### src/rtl/fsg_pkg.sv
package fsg_pkg;

    typedef enum logic [1:0] {
        ADDR_CTRL = 2'd0,
        ADDR_HIGH = 2'd1,
        ADDR_LOW  = 2'd2,
        ADDR_MCLK = 2'd3
    } fsg_addr_e;

    localparam int unsigned CTRL_RUN_BIT  = 0;
    localparam int unsigned CTRL_SEL_LSB  = 4;
    localparam int unsigned MCLK_GATE_BIT = 0;
    localparam int unsigned MCLK_DIV_LSB  = 8;

endpackage

### src/rtl/fsg_regs.sv
module fsg_regs
    import fsg_pkg::*;
#(
    parameter int unsigned DATA_W = 32,
    parameter int unsigned SEL_W  = 4,
    parameter int unsigned LEN_W  = 10,
    parameter int unsigned DIV_W  = 4
) (
    input  logic              clk_i,
    input  logic              rst_ni,
    input  logic              wr_en_i,
    input  logic [1:0]        wr_addr_i,
    input  logic [DATA_W-1:0] wr_data_i,
    input  logic [1:0]        rd_addr_i,
    output logic [DATA_W-1:0] rd_data_o,
    output logic              run_o,
    output logic [SEL_W-1:0]  sel_o,
    output logic [LEN_W-1:0]  high_len_o,
    output logic [LEN_W-1:0]  low_len_o,
    output logic              gate_o,
    output logic [DIV_W-1:0]  div_o
);

    typedef struct packed {
        logic             run;
        logic [SEL_W-1:0] sel;
        logic [LEN_W-1:0] high_len;
        logic [LEN_W-1:0] low_len;
        logic             gate;
        logic [DIV_W-1:0] div;
    } cfg_t;

    cfg_t cfg_d, cfg_q;
    logic unused_wdata;

    assign unused_wdata = ^wr_data_i;

    always_comb begin
        cfg_d = cfg_q;
        if (wr_en_i) begin
            case (fsg_addr_e'(wr_addr_i))
                ADDR_CTRL: begin
                    cfg_d.run = wr_data_i[CTRL_RUN_BIT];
                    cfg_d.sel = wr_data_i[CTRL_SEL_LSB +: SEL_W];
                end
                ADDR_HIGH: cfg_d.high_len = wr_data_i[LEN_W-1:0];
                ADDR_LOW:  cfg_d.low_len  = wr_data_i[LEN_W-1:0];
                ADDR_MCLK: begin
                    cfg_d.gate = wr_data_i[MCLK_GATE_BIT];
                    cfg_d.div  = wr_data_i[MCLK_DIV_LSB +: DIV_W];
                end
                default: cfg_d = cfg_q;
            endcase
        end
    end

    always_ff @(posedge clk_i) begin
        if (!rst_ni) cfg_q <= '0;
        else         cfg_q <= cfg_d;
    end

    always_comb begin
        rd_data_o = '0;
        case (fsg_addr_e'(rd_addr_i))
            ADDR_CTRL: begin
                rd_data_o[CTRL_RUN_BIT]           = cfg_q.run;
                rd_data_o[CTRL_SEL_LSB +: SEL_W]  = cfg_q.sel;
            end
            ADDR_HIGH: rd_data_o[LEN_W-1:0] = cfg_q.high_len;
            ADDR_LOW:  rd_data_o[LEN_W-1:0] = cfg_q.low_len;
            ADDR_MCLK: begin
                rd_data_o[MCLK_GATE_BIT]          = cfg_q.gate;
                rd_data_o[MCLK_DIV_LSB +: DIV_W]  = cfg_q.div;
            end
            default: rd_data_o = '0;
        endcase
    end

    assign run_o      = cfg_q.run;
    assign sel_o      = cfg_q.sel;
    assign high_len_o = cfg_q.high_len;
    assign low_len_o  = cfg_q.low_len;
    assign gate_o     = cfg_q.gate;
    assign div_o      = cfg_q.div;

    // a control write lands in the run flag on the next edge
    a_r10_run_write: assert property (@(posedge clk_i) disable iff (!rst_ni)
        (wr_en_i && wr_addr_i == 2'd0) |=> (run_o == $past(wr_data_i[CTRL_RUN_BIT])));

endmodule

### src/rtl/fsg_tick.sv
module fsg_tick #(
    parameter int unsigned NUM_SRC = 6,
    parameter int unsigned SEL_W   = 4,
    parameter int unsigned DIV_W   = 4
) (
    input  logic               clk_i,
    input  logic               rst_ni,
    input  logic               run_i,
    input  logic               gate_i,
    input  logic [SEL_W-1:0]   sel_i,
    input  logic [DIV_W-1:0]   div_i,
    input  logic [NUM_SRC-1:0] bclk_en_i,
    output logic               tick_o
);

    typedef struct packed {
        logic [DIV_W-1:0] pre;
    } pre_t;

    pre_t             st_d, st_q;
    logic [NUM_SRC-1:0] hit;
    logic             raw_en;
    logic [DIV_W-1:0] last_cnt;

    for (genvar g = 0; g < NUM_SRC; g++) begin : g_src
        assign hit[g] = bclk_en_i[g] && (sel_i == SEL_W'(g + 1));
    end

    assign raw_en   = |hit;
    assign last_cnt = (div_i == '0) ? '0 : div_i - DIV_W'(1);

    always_comb begin
        st_d   = st_q;
        tick_o = 1'b0;
        if (!run_i || !gate_i) begin
            st_d.pre = '0;
        end else if (raw_en) begin
            if (st_q.pre >= last_cnt) begin
                tick_o   = 1'b1;
                st_d.pre = '0;
            end else begin
                st_d.pre = st_q.pre + DIV_W'(1);
            end
        end
    end

    always_ff @(posedge clk_i) begin
        if (!rst_ni) st_q <= '0;
        else         st_q <= st_d;
    end

    // no counted bit clock without an enable on some source
    a_r4_tick_needs_enable: assert property (@(posedge clk_i) disable iff (!rst_ni)
        tick_o |-> (bclk_en_i != '0));

endmodule

### src/rtl/fsg_phase.sv
module fsg_phase #(
    parameter int unsigned LEN_W = 10
) (
    input  logic             clk_i,
    input  logic             rst_ni,
    input  logic             run_i,
    input  logic             tick_i,
    input  logic [LEN_W-1:0] high_len_i,
    input  logic [LEN_W-1:0] low_len_i,
    output logic             fsync_o,
    output logic             frame_start_o
);

    typedef struct packed {
        logic             active;
        logic             high;
        logic             strobe;
        logic [LEN_W-1:0] cnt;
    } phase_t;

    phase_t st_d, st_q;

    always_comb begin
        st_d        = st_q;
        st_d.strobe = 1'b0;
        if (!run_i) begin
            st_d = '0;
        end else if (tick_i) begin
            if (!st_q.active) begin
                st_d.active = 1'b1;
                st_d.high   = 1'b1;
                st_d.strobe = 1'b1;
                st_d.cnt    = high_len_i;
            end else if (st_q.cnt == '0) begin
                if (st_q.high) begin
                    st_d.high = 1'b0;
                    st_d.cnt  = low_len_i;
                end else begin
                    st_d.high   = 1'b1;
                    st_d.strobe = 1'b1;
                    st_d.cnt    = high_len_i;
                end
            end else begin
                st_d.cnt = st_q.cnt - LEN_W'(1);
            end
        end
    end

    always_ff @(posedge clk_i) begin
        if (!rst_ni) st_q <= '0;
        else         st_q <= st_d;
    end

    assign fsync_o       = st_q.active && st_q.high;
    assign frame_start_o = st_q.strobe;

    // the strobe only marks the high phase
    a_r2_strobe_in_high: assert property (@(posedge clk_i) disable iff (!rst_ni)
        frame_start_o |-> fsync_o);

    // the strobe is a single-cycle pulse
    a_r2_strobe_single: assert property (@(posedge clk_i) disable iff (!rst_ni)
        frame_start_o |=> !frame_start_o);

    // the level moves only on a counted bit clock
    a_r3_hold_between_ticks: assert property (@(posedge clk_i) disable iff (!rst_ni)
        (run_i && !tick_i) |=> $stable(fsync_o));

    // stopped generator drives low with no strobe
    a_r6_idle_low: assert property (@(posedge clk_i) disable iff (!rst_ni)
        !run_i |=> (!fsync_o && !frame_start_o));

endmodule

### src/rtl/audio_fsync_gen.sv
module audio_fsync_gen #(
    parameter int unsigned NUM_SRC = 6,
    parameter int unsigned DATA_W  = 32,
    parameter int unsigned SEL_W   = 4,
    parameter int unsigned LEN_W   = 10,
    parameter int unsigned DIV_W   = 4
) (
    input  logic               clk_i,
    input  logic               rst_ni,
    input  logic [NUM_SRC-1:0] bclk_en_i,
    input  logic               wr_en_i,
    input  logic [1:0]         wr_addr_i,
    input  logic [DATA_W-1:0]  wr_data_i,
    input  logic [1:0]         rd_addr_i,
    output logic [DATA_W-1:0]  rd_data_o,
    output logic               fsync_o,
    output logic               frame_start_o
);

    logic             run_w;
    logic [SEL_W-1:0] sel_w;
    logic [LEN_W-1:0] high_len_w;
    logic [LEN_W-1:0] low_len_w;
    logic             gate_w;
    logic [DIV_W-1:0] div_w;
    logic             tick_w;

    fsg_regs #(
        .DATA_W (DATA_W),
        .SEL_W  (SEL_W),
        .LEN_W  (LEN_W),
        .DIV_W  (DIV_W)
    ) i_regs (
        .clk_i      (clk_i),
        .rst_ni     (rst_ni),
        .wr_en_i    (wr_en_i),
        .wr_addr_i  (wr_addr_i),
        .wr_data_i  (wr_data_i),
        .rd_addr_i  (rd_addr_i),
        .rd_data_o  (rd_data_o),
        .run_o      (run_w),
        .sel_o      (sel_w),
        .high_len_o (high_len_w),
        .low_len_o  (low_len_w),
        .gate_o     (gate_w),
        .div_o      (div_w)
    );

    fsg_tick #(
        .NUM_SRC (NUM_SRC),
        .SEL_W   (SEL_W),
        .DIV_W   (DIV_W)
    ) i_tick (
        .clk_i     (clk_i),
        .rst_ni    (rst_ni),
        .run_i     (run_w),
        .gate_i    (gate_w),
        .sel_i     (sel_w),
        .div_i     (div_w),
        .bclk_en_i (bclk_en_i),
        .tick_o    (tick_w)
    );

    fsg_phase #(
        .LEN_W (LEN_W)
    ) i_phase (
        .clk_i         (clk_i),
        .rst_ni        (rst_ni),
        .run_i         (run_w),
        .tick_i        (tick_w),
        .high_len_i    (high_len_w),
        .low_len_i     (low_len_w),
        .fsync_o       (fsync_o),
        .frame_start_o (frame_start_o)
    );

    // no selected source, no movement of the level
    a_r5_no_source_hold: assert property (@(posedge clk_i) disable iff (!rst_ni)
        (run_w && sel_w == '0) |=> $stable(fsync_o));

    // closed master-clock gate freezes the level
    a_r8_gate_freeze: assert property (@(posedge clk_i) disable iff (!rst_ni)
        (run_w && !gate_w) |=> ($stable(fsync_o) && !frame_start_o));

endmodule

### config.mk
export PLATFORM = sky130hd
export DESIGN_NAME = audio_fsync_gen
export DESIGN_NICKNAME = d
export VERILOG_FILES = /design/src/rtl/fsg_pkg.sv /design/src/rtl/fsg_regs.sv /design/src/rtl/fsg_tick.sv /design/src/rtl/fsg_phase.sv /design/src/rtl/audio_fsync_gen.sv
export SDC_FILE = /design/constraint.sdc
export NUM_CORES = 1
export LEC_CHECK = 0
export CAP_MARGIN = 20
export CORE_MARGIN = 2
export CORE_UTILIZATION = 42
export DETAILED_ROUTE_END_ITERATION = 8
export DONT_BUFFER_PORTS = 1
export SKIP_CTS_REPAIR_TIMING = 1
export SLEW_MARGIN = 20
export SYNTH_ARGS = -nofsm -noshare
export SYNTH_HDL_FRONTEND = slang
export SYNTH_SLANG_ARGS = --single-unit
### constraint.sdc
create_clock -name clk_i -period 2 [get_ports clk_i]
set_input_delay 0.6 -clock clk_i [delete_from_list [all_inputs] [get_ports clk_i]]
set_output_delay 0.6 -clock clk_i [all_outputs]
set_load 0.01 [all_outputs]
# == Word-level counts from Yosys, hierarchy flattened ==
# Cells that the tools add are included.
# totals
regBits,47
input_bits,45
elab_cells,67
# op_classes
n_addsub,3
magnitude_cmp,1
eq_ne,13
muxes,15
bitwise,1
reduce_logical,23
# ops
op,n
two-way mux 10 bit,2
== test 4 x 3 -> 1 bit (second input constant),3
two-way mux 12 bit,1
case mux 4 bit (3 select lines),1
AND reduction 2 bit,6
zero test 10 bit,1
subtractor 10 x 1 -> 10 bit (second input constant),1
== test 2 bit (second input constant),4
== test 4 x 2 -> 1 bit (second input constant),2
two-way mux 4 bit,2
logical AND 1 bit,7
case mux 2 bit (3 select lines),1
case mux 3 bit (2 select lines),1
OR reduction 6 bit,1
adder 4 x 1 -> 4 bit (second input constant),1
== test 2 x 1 -> 1 bit (second input constant),2
== test 4 x 1 -> 1 bit (second input constant),1
greater-or-equal comparator 4 bit,1
zero test 2 bit,2
zero test 4 bit,1
two-way mux 1 bit,4
two-way mux 2 bit,2
case mux 1 bit (4 select lines),1
subtractor 4 x 1 -> 4 bit (second input constant),1
6 further kinds,7

# == Longest topological paths before layout ==
# Gate-level depths: netlist (run 1).
# logic_depth
word_depth,7
ltp_mapped,10
depth_no_buf,9

# == Cells and area by module ==
# Synthesis (run 1) repeated with hierarchy kept, for this count alone.
# unflattened
hier_cells,342
hier_area_um2,2975.4
# modules_own_cells
mod,n_inst,cells_each,area_each_um2,seq_area_each_um2
fsg_regs,1,168,1556.5,600.6
fsg_phase,1,121,980.9,260.2
fsg_tick,1,53,437.9,80.1

# == Worst setup path before layout (run 1) ==
# Ideal clock, no wire load.
# synth_path
kind,reg2reg
start,register i_regs.cfg_q (netlist bit i_regs.div_o[0])
end,register i_phase.st_q[0] in the netlist's numbering
setup_ps,91
t_arrival_ps,2180
t_required_ps,1909
path_slack_ps,-271
path_stages_with_launch,11
n_path_buf,1
path_cell_list,dfxtp_1 > or2_2 > nor3b_1 > a21oi_1 > ha_1 > o21a_1 > nor2_1 > a211oi_1 > clkbuf_4 > a21oi_1 > a311oi_1
# synth_via
elab_chain_len,6
word_cells_on_any_way,7
classes_between,1 x add/sub; 1 x order compare; 4 x mux; 1 x reduce/logical
# synth_lines
element,line,rtl
from (decl),fsg_regs.sv:33,"cfg_t cfg_d, cfg_q;"
from (signal assigned),fsg_regs.sv:59,else cfg_q <= cfg_d;
subtractor 4 x 1 -> 4 bit or zero test 4 bit (tied branches),fsg_tick.sv:30,assign last_cnt = (div_i == '0) ? '0 : div_i - DIV_W'(1);
two-way mux 4 bit *,fsg_tick.sv:30,
greater-or-equal comparator 4 bit *,fsg_tick.sv:38,if (st_q.pre >= last_cnt) begin
two-way mux 1 bit *,fsg_tick.sv:38,
two-way mux 1 bit *,fsg_tick.sv:37,end else if (raw_en) begin
two-way mux 1 bit *,fsg_tick.sv:35,if (!run_i || !gate_i) begin
to (signal assigned),fsg_phase.sv:51,else st_q <= st_d;
to (decl),fsg_phase.sv:21,"phase_t st_d, st_q;"
# Mark *: on every way between the ends. The rest lies on a longest branch, timed or not.
# A chain may end at the register's enable or synchronous reset.

# == Final worst setup path (run 1) ==
# layout_path
start,register i_regs.cfg_q (netlist bit i_regs.div_o[0])
end,register i_phase.st_q[11] in the netlist's numbering
# layout_via
elab_chain_len,7
word_cells_on_any_way,8
classes_between,1 x add/sub; 1 x order compare; 4 x mux; 2 x reduce/logical
# layout_lines
element,line
subtractor 4 x 1 -> 4 bit or zero test 4 bit (tied branches),fsg_tick.sv:30
two-way mux 4 bit *,fsg_tick.sv:30
greater-or-equal comparator 4 bit *,fsg_tick.sv:38
two-way mux 1 bit *,fsg_tick.sv:38
two-way mux 1 bit *,fsg_tick.sv:37
two-way mux 1 bit *,fsg_tick.sv:35
AND reduction 2 bit (no source line) *,n/a
# Marked as above.

==> impl_metrics.py, run 1 <==
metrics = {
    "status": {
        "status": "finished with violations",
        "violations": "setup timing",
    },
    "timing": {
        "finClkSkew_ps": 10.5,
        "rsz0062_at_grt": "true",
        "max_freq_ghz": 0.473,
        "setup_ws_ps": -113,
        "finalHoldViolations": 0,
        "setup_viol": 14,
        "slew_headroom_pct": 63.6,
        "worstMarginPinSlew_ps": 542,
        "whs_ps": 424,
        "post-route-period-util_pct": 106,
        "post-route-min-period_ps": 2110,
        "drv_slew": 0,
    },
    "worst_setup_path": {
        "critPathMaxFanout": 6,
        "ff2ff_setup_slack_ps": -110,
        "crit_family": "compound AO/OA/AOI/OAI gates",
        "startpoint_type": "register",
        "crit_type": "register to register",
        "crit_slowest_cell": "dfxtp_2",
        "crit_path_frequent_cell": "a211oi_2",
        "cp_num_buf_inv": 1,
        "endpoint_kind": "register",
        "worstPathArrival_ps": 2350,
        "cp_cell_sequence": "or2_4 > nor3b_2 > a21oi_2 > ha_1 > o21a_1 > nor2_4 > a211oi_2 > buf_4 > a41o_1 > a211oi_2",
        "cp.required_ps": 2230,
        "critPathMaxStageDelay_ps": 330,
    },
    "floorplan": {
        "core_um2": 6680,
        "dieArea_um2": 7500,
        "die_y_um": 86.6,
        "pin_count": 79,
        "num_rows": 30,
        "start_util_pct": 42.9,
        "dieWidth_um": 86.6,
    },
    "yosys": {
        "syn_area_um2": 2870,
        "synth_cell_type_count": 57,
        "yosys.area.top_type_share_pct": 32.8,
        "yosysTopAreaCell": "dfxtp_1",
        "synthTopCellsByArea": "dfxtp_1, mux2i_1, buf_4, ha_1, nor2b_1",
        "async_reset_ff_share_pct": 0,
        "synth_compound_area_share_pct": 21.3,
        "synth_fa_ha_area_share_pct": 5.24,
        "yosysWarnings": 0,
        "synth_xor_area_share_pct": 0.916,
        "synth-simple-area-share_pct": 22.0,
        "ys_seq_area_share_pct": 32.8,
        "synthMuxAreaShare_pct": 7.77,
        "synth_top_family_by_area": "simple AND/OR/NAND/NOR gates",
        "synth_edf_count": 0,
        "synth_flop_cell": "dfxtp_1",
        "syn_inst": 338,
        "ys_ff_latch": 47,
        "syn_area_per_cell_um2": 8.48,
    },
    "routing": {
        "drcViolationCount": 0,
        "ant_nets": 0,
        "drt_first_pass_iters": 6,
        "drt_wl_total_um": 7600,
        "num_vias": 2588,
        "routedWlPerCell_um": 16.7,
        "post_drt_via_cell_ratio": 5.69,
        "drtIter0Drc": 209,
    },
    "cells_and_area": {
        "syn_to_final_growth_pct": 23.1,
        "fin_nets": 431,
        "drive_above_1_share_pct": 27.2,
        "layoutNonFillerInstCount": 455,
        "diodes": 0,
    },
    "clock_network": {
        "cts_tree": "built",
        "cts_buffer_depth": 2,
        "cts_made_buffers": 5,
        "htree_levels": 2,
        "clk_pin_slew_worst_paths_ps": 100,
        "clk_latency_ps": 300,
        "cts.sinks": 47,
        "cts_root_buf": "clkbuf_8",
    },
    "global_routing": {
        "antenna_found_initial": 0,
        "grt_first_pass_wirelength_um": 12100,
        "grt_max_degree": 35,
        "grt.total_usage_pct": 20.0,
        "grt_pass1_vias": 2460,
        "overflow": 0,
    },
    "pwr": {
        "power_density_nw_per_um2": 506,
        "vdd.ir_drop.worst_mv": 0.272,
        "power_frac_seq_pct": 54.8,
        "switching_share_pct": 27.1,
        "p_sw_w": 0.000485,
        "p_clk_share_pct": 33.9,
        "power_report.internal_total_w": 0.00130,
        "leakage_nw": 1.46,
        "p_comb_share_pct": 11.3,
    },
    "placement": {
        "portBuffers": 0,
        "dp_cells": 446,
        "dpl.hpwl_um": 5440,
        "globalplace.congestion": 0.843,
    },
    "min_path": {
        "hold_class": "input port to register",
    },
    "job": {
        "cap_violations": 0,
    },
}
==> per-stage QoR <==
step	TNS [ps]	instance area [um2]	utilization (%)	total power, W	worst slack [ps]
finish	-1020	3530	52.8	0.00179	-113
global route	-2530	3530	52.8	0.00185	-224
floorplan	-224	2980	-	0.00115	-70.3
CTS	-2480	3310	49.6	0.00177	-213
detailed placement	-2340	3220	48.2	0.00118	-204
global placement	-2020	3220	48.2	0.00117	-160
==> cells in the final DEF, fill, tap and decap left out, types with 3 or more instances in the layout <==
cell,n
nand4_1,3
nor4_1,3
o221ai_2,3
buf_4,39
a21oi_1,11
a311oi_1,3
dfxtp_1,44
mux2i_1,20
a22oi_1,3
o21ai_0,9
ha_4,5
a21boi_0,10
a21oi_2,6
and3_1,5
nand2_1,34
a211oi_2,4
clkbuf_8,5
nor2b_1,21
conb_1,20
dfxtp_2,3
a222oi_1,7
nor2b_2,3
nor3_1,4
or3_1,5
ha_1,6
buf_6,6
inv_1,10
nand3_1,6
nor2_1,20
==> power by group through the flow <==
stage | clock [W] | sequential, W | combinational [W]
after floorplan | 0 | 0.000992 | 0.000160
after global placement | 0 | 0.000999 | 0.000174
after detailed placement | 0 | 0.00100 | 0.000176
after CTS | 0.000611 | 0.000978 | 0.000177
after global routing | 0.000642 | 0.000983 | 0.000224
final | 0.000605 | 0.000979 | 0.000202
==> kinds of logic (layout without fill, tap and decap cells) <==
kind of cell / Yosys count / count (layout)
and+or+nand+nor: 122 / 122
AOI/OAI and AO/OA: 81 / 81
buffers and inverters: 50 / 68
DFF: 47 / 47
muxes: 22 / 22
adders and majority gates: 12 / 12
xor gates and xnor gates: 3 / 3
other: 1 / 20
==> path summary, 6_finish.rpt <==
kind,endpoint,startpoint,cells past startpoint
worst max-delay path,i_phase.st_q[11],i_regs.div_o[0],10
worst min-delay path,i_regs.low_len_o[5],wr_data_i[5],2
worst max register to register,i_phase.st_q[11],i_regs.div_o[0],10
worst min register to register,i_regs.low_len_o[1],i_regs.low_len_o[1],2
==> final cells by class <==
type / instances / area, um2
sequential: 47 / 945
multi-input combinational: 260 / 1940
fill: 632 / 3150
inverter: 13 / 56.3
clock inverter: 3 / 25.0
timing repair buffer: 47 / 400
tap: 80 / 100
clock buffer: 5 / 68.8
==> state kept, by name, indices dropped and copies added, names as in the netlist <==
signal,count
i_phase.frame_start_o,1
i_phase.st_q,12
i_regs.div_o,4
i_regs.gate_o,1
i_regs.high_len_o,10
i_regs.low_len_o,10
i_regs.run_o,1
i_regs.sel_o,4
i_tick.st_q,4
==> Yosys cell counts, types with 2 or more instances <==
library cell  number
nor3b_1            3
or3_1              5
a222oi_1           7
dfxtp_1           47
nand2_1           35
and3_1             5
a31oi_1            2
buf_2              3
or2_2              2
o21a_1             2
a21boi_0          10
ha_1              12
nor2_1            22
inv_1             13
mux2i_1           20
nor3_1             5
and2_1             2
buf_4             21
a21oi_1           17
a22oi_1            3
a211oi_1           4
mux2_2             2
o21ai_0           10
xor2_1             2
nor4_1             3
nand4_1            3
o31ai_1            3
a311oi_1           4
clkbuf_1          11
nand3_1            7
nor2b_1           24
o221ai_1           4
==> layer usage <==
layer,part of all wire [%],GRT usage (%),vias up
met1,47,27.3,1242
met3,4.6,3.05,9
met2,48,33.1,85
met4,1.1,4.97,0
met5,0,0,-
li1,-,-,1252
No activity file was read; power rests on OpenSTA's default activity.
==> run 2, diff against run 1 <==
--- a/config.mk
+++ b/config.mk
@@ -7,10 +7,10 @@
 export LEC_CHECK = 0
 export CAP_MARGIN = 20
 export CORE_MARGIN = 2
-export CORE_UTILIZATION = 42
+export CORE_UTILIZATION = 50
 export DETAILED_ROUTE_END_ITERATION = 8
 export DONT_BUFFER_PORTS = 1
-export SKIP_CTS_REPAIR_TIMING = 1
+export PLACE_DENSITY = 0.68
 export SLEW_MARGIN = 20
 export SYNTH_ARGS = -nofsm -noshare
 export SYNTH_HDL_FRONTEND = slang
==> constraint.sdc (replaced) <==
create_clock -name clk_i -period 2 [get_ports clk_i]
set_input_delay 0.6 -clock clk_i [delete_from_list [all_inputs] [get_ports clk_i]]
set_output_delay 0.6 -clock clk_i [all_outputs]
set_load 0.005 [all_outputs]
==> impl_metrics.py, run 2 (synthesis results as in run 1) <==
metrics = {
    "pwr": {
        "p_clk_share_pct": 41.6,
        "p_comb_share_pct": 9.2,
        "power_density_nw_per_um2": 577,
        "switching_share_pct": 22.4,
        "power_report.internal_total_w": 0.00154,
        "vdd.ir_drop.worst_mv": 0.630,
        "power_frac_seq_pct": 49.2,
        "leakage_nw": 1.42,
        "p_sw_w": 0.000445,
    },
    "timing": {
        "setup_viol": 15,
        "finalHoldViolations": 0,
        "slew_headroom_pct": 65.2,
        "whs_ps": 425,
        "drv_slew": 0,
        "setup_ws_ps": -142,
        "finClkSkew_ps": 8.32,
        "post-route-min-period_ps": 2140,
        "worstMarginPinSlew_ps": 517,
        "post-route-period-util_pct": 107,
        "max_freq_ghz": 0.467,
        "rsz0062_at_grt": "true",
    },
    "min_path": {
        "hold_class": "input port to register",
    },
    "status": {
        "violations": "setup timing",
        "status": "finished with violations",
    },
    "clock_network": {
        "cts.sinks": 47,
        "clk_pin_slew_worst_paths_ps": 90,
        "htree_levels": 2,
        "cts_made_buffers": 5,
        "clk_latency_ps": 300,
        "ctsHoldBuffers": 0,
        "cts_root_buf": "clkbuf_8",
        "cts_tree": "built",
        "cts_buffer_depth": 2,
    },
    "cells_and_area": {
        "n_fill_cell": 470,
        "syn_to_final_growth_pct": 20.3,
        "largest_reg_flops": 12,
        "fin_nets": 428,
        "drive_above_1_share_pct": 24.2,
        "diodes": 0,
        "largest_register": "i_phase.st_q",
        "final_common_cell": "dfxtp_1",
        "mostFrequentLayoutCells": "dfxtp_1, buf_4, nand2_1",
    },
    "floorplan": {
        "start_util_pct": 52.1,
        "dieArea_um2": 6360,
        "num_rows": 27,
        "dieWidth_um": 79.7,
        "pin_count": 79,
        "die_y_um": 79.7,
        "core_um2": 5510,
    },
    "placement": {
        "globalplace.congestion": 0.907,
        "portBuffers": 0,
        "dp_slack_ps": -211,
        "dpl.hpwl_um": 5180,
    },
    "routing": {
        "drcViolationCount": 0,
        "drt_first_pass_iters": 6,
        "num_vias": 2583,
        "drtIter0Drc": 208,
        "ant_nets": 0,
        "routedWlPerCell_um": 16.3,
        "post_drt_via_cell_ratio": 5.82,
        "drt_wl_total_um": 7220,
    },
    "worst_setup_path": {
        "critPathMaxFanout": 3,
        "endpoint_kind": "register",
        "startpoint_type": "register",
        "crit_type": "register to register",
        "worstPathArrival_ps": 2380,
        "cp.required_ps": 2240,
    },
    "global_routing": {
        "grt_max_degree": 35,
        "overflow": 0,
        "grt.total_usage_pct": 23.1,
        "grt_first_pass_wirelength_um": 11500,
        "grt_pass1_vias": 2362,
        "antenna_found_initial": 0,
    },
    "job": {
        "cap_violations": 0,
    },
}
-- run 2: worst paths after layout --
kind                       startpoint                  end  slack, ps  cells past startpoint
hold reg to reg   i_regs.low_len_o[9]  i_regs.low_len_o[9]        490                      2
setup / recovery      i_regs.div_o[1]      i_phase.st_q[4]       -140                      9
hold / removal                 rst_ni      i_regs.div_o[0]        420                      1
setup reg to reg      i_regs.div_o[1]      i_phase.st_q[4]       -140                      9
-- run 2: area by class of cell --
type / instances / area, um2 / share of cell area, %
Sequential cell: 47 / 945 / 27.4
Tap cell: 72 / 90.1 / 2.61
Timing Repair Buffer: 44 / 358 / 10.4
Clock buffer: 5 / 68.8 / 1.99
Multi-Input combinational cell: 260 / 1870 / 54.2
Clock inverter: 3 / 67.6 / 1.96
Inverter: 13 / 51.3 / 1.49
-- run 2: critical path: stages (launching register included) --
cell,delay (ps)
dfxtp_1,320
or2_4,260
nor3b_2,180
a21oi_1,60
ha_1,280
o21a_1,150
nor2_4,60
a211o_1,310
or3_4,340
a21oi_2,130
-- run 2: per-stage QoR --
stage	utilization [%]	instances	total power, W	setup TNS [ps]	area [um2]
2_1_floorplan	-	357	0.00114	-224	2980
3_3_place_gp	57.4	433	0.00116	-1490	3160
3_5_place_dp	57.4	433	0.00116	-2120	3160
4_1_cts	60.7	442	0.00199	-1930	3340
5_1_grt	62.6	444	0.00207	-2880	3450
6_report	62.6	444	0.00199	-1420	3450
-- run 2: layer usage --
layer | global-route usage, % | share of wire, % | up-vias
met5 | 0 | 0 | -
met4 | 5.42 | 0.82 | 0
met3 | 5.54 | 6.6 | 5
met2 | 37.9 | 48 | 106
met1 | 30.8 | 45 | 1219
li1 | - | - | 1253
-- run 2: power groups by stage --
stage	sequential, W	combinational [W]	clock (W)
2_1_floorplan	0.000992	0.000148	0
3_3_place_gp	0.000999	0.000160	0
3_5_place_dp	0.000999	0.000163	0
4_1_cts	0.000977	0.000170	0.000838
5_1_grt	0.000982	0.000200	0.000889
6_report	0.000979	0.000182	0.000829
-- run 2: timing repair --
item | CTS | global route
resized for setup | 11 | 20
endpoints found under the setup margin | 23 | 24
pin swaps | 14 | 16
buffers inserted | 2 | 2
endpoints found under the hold margin | 0 | 0
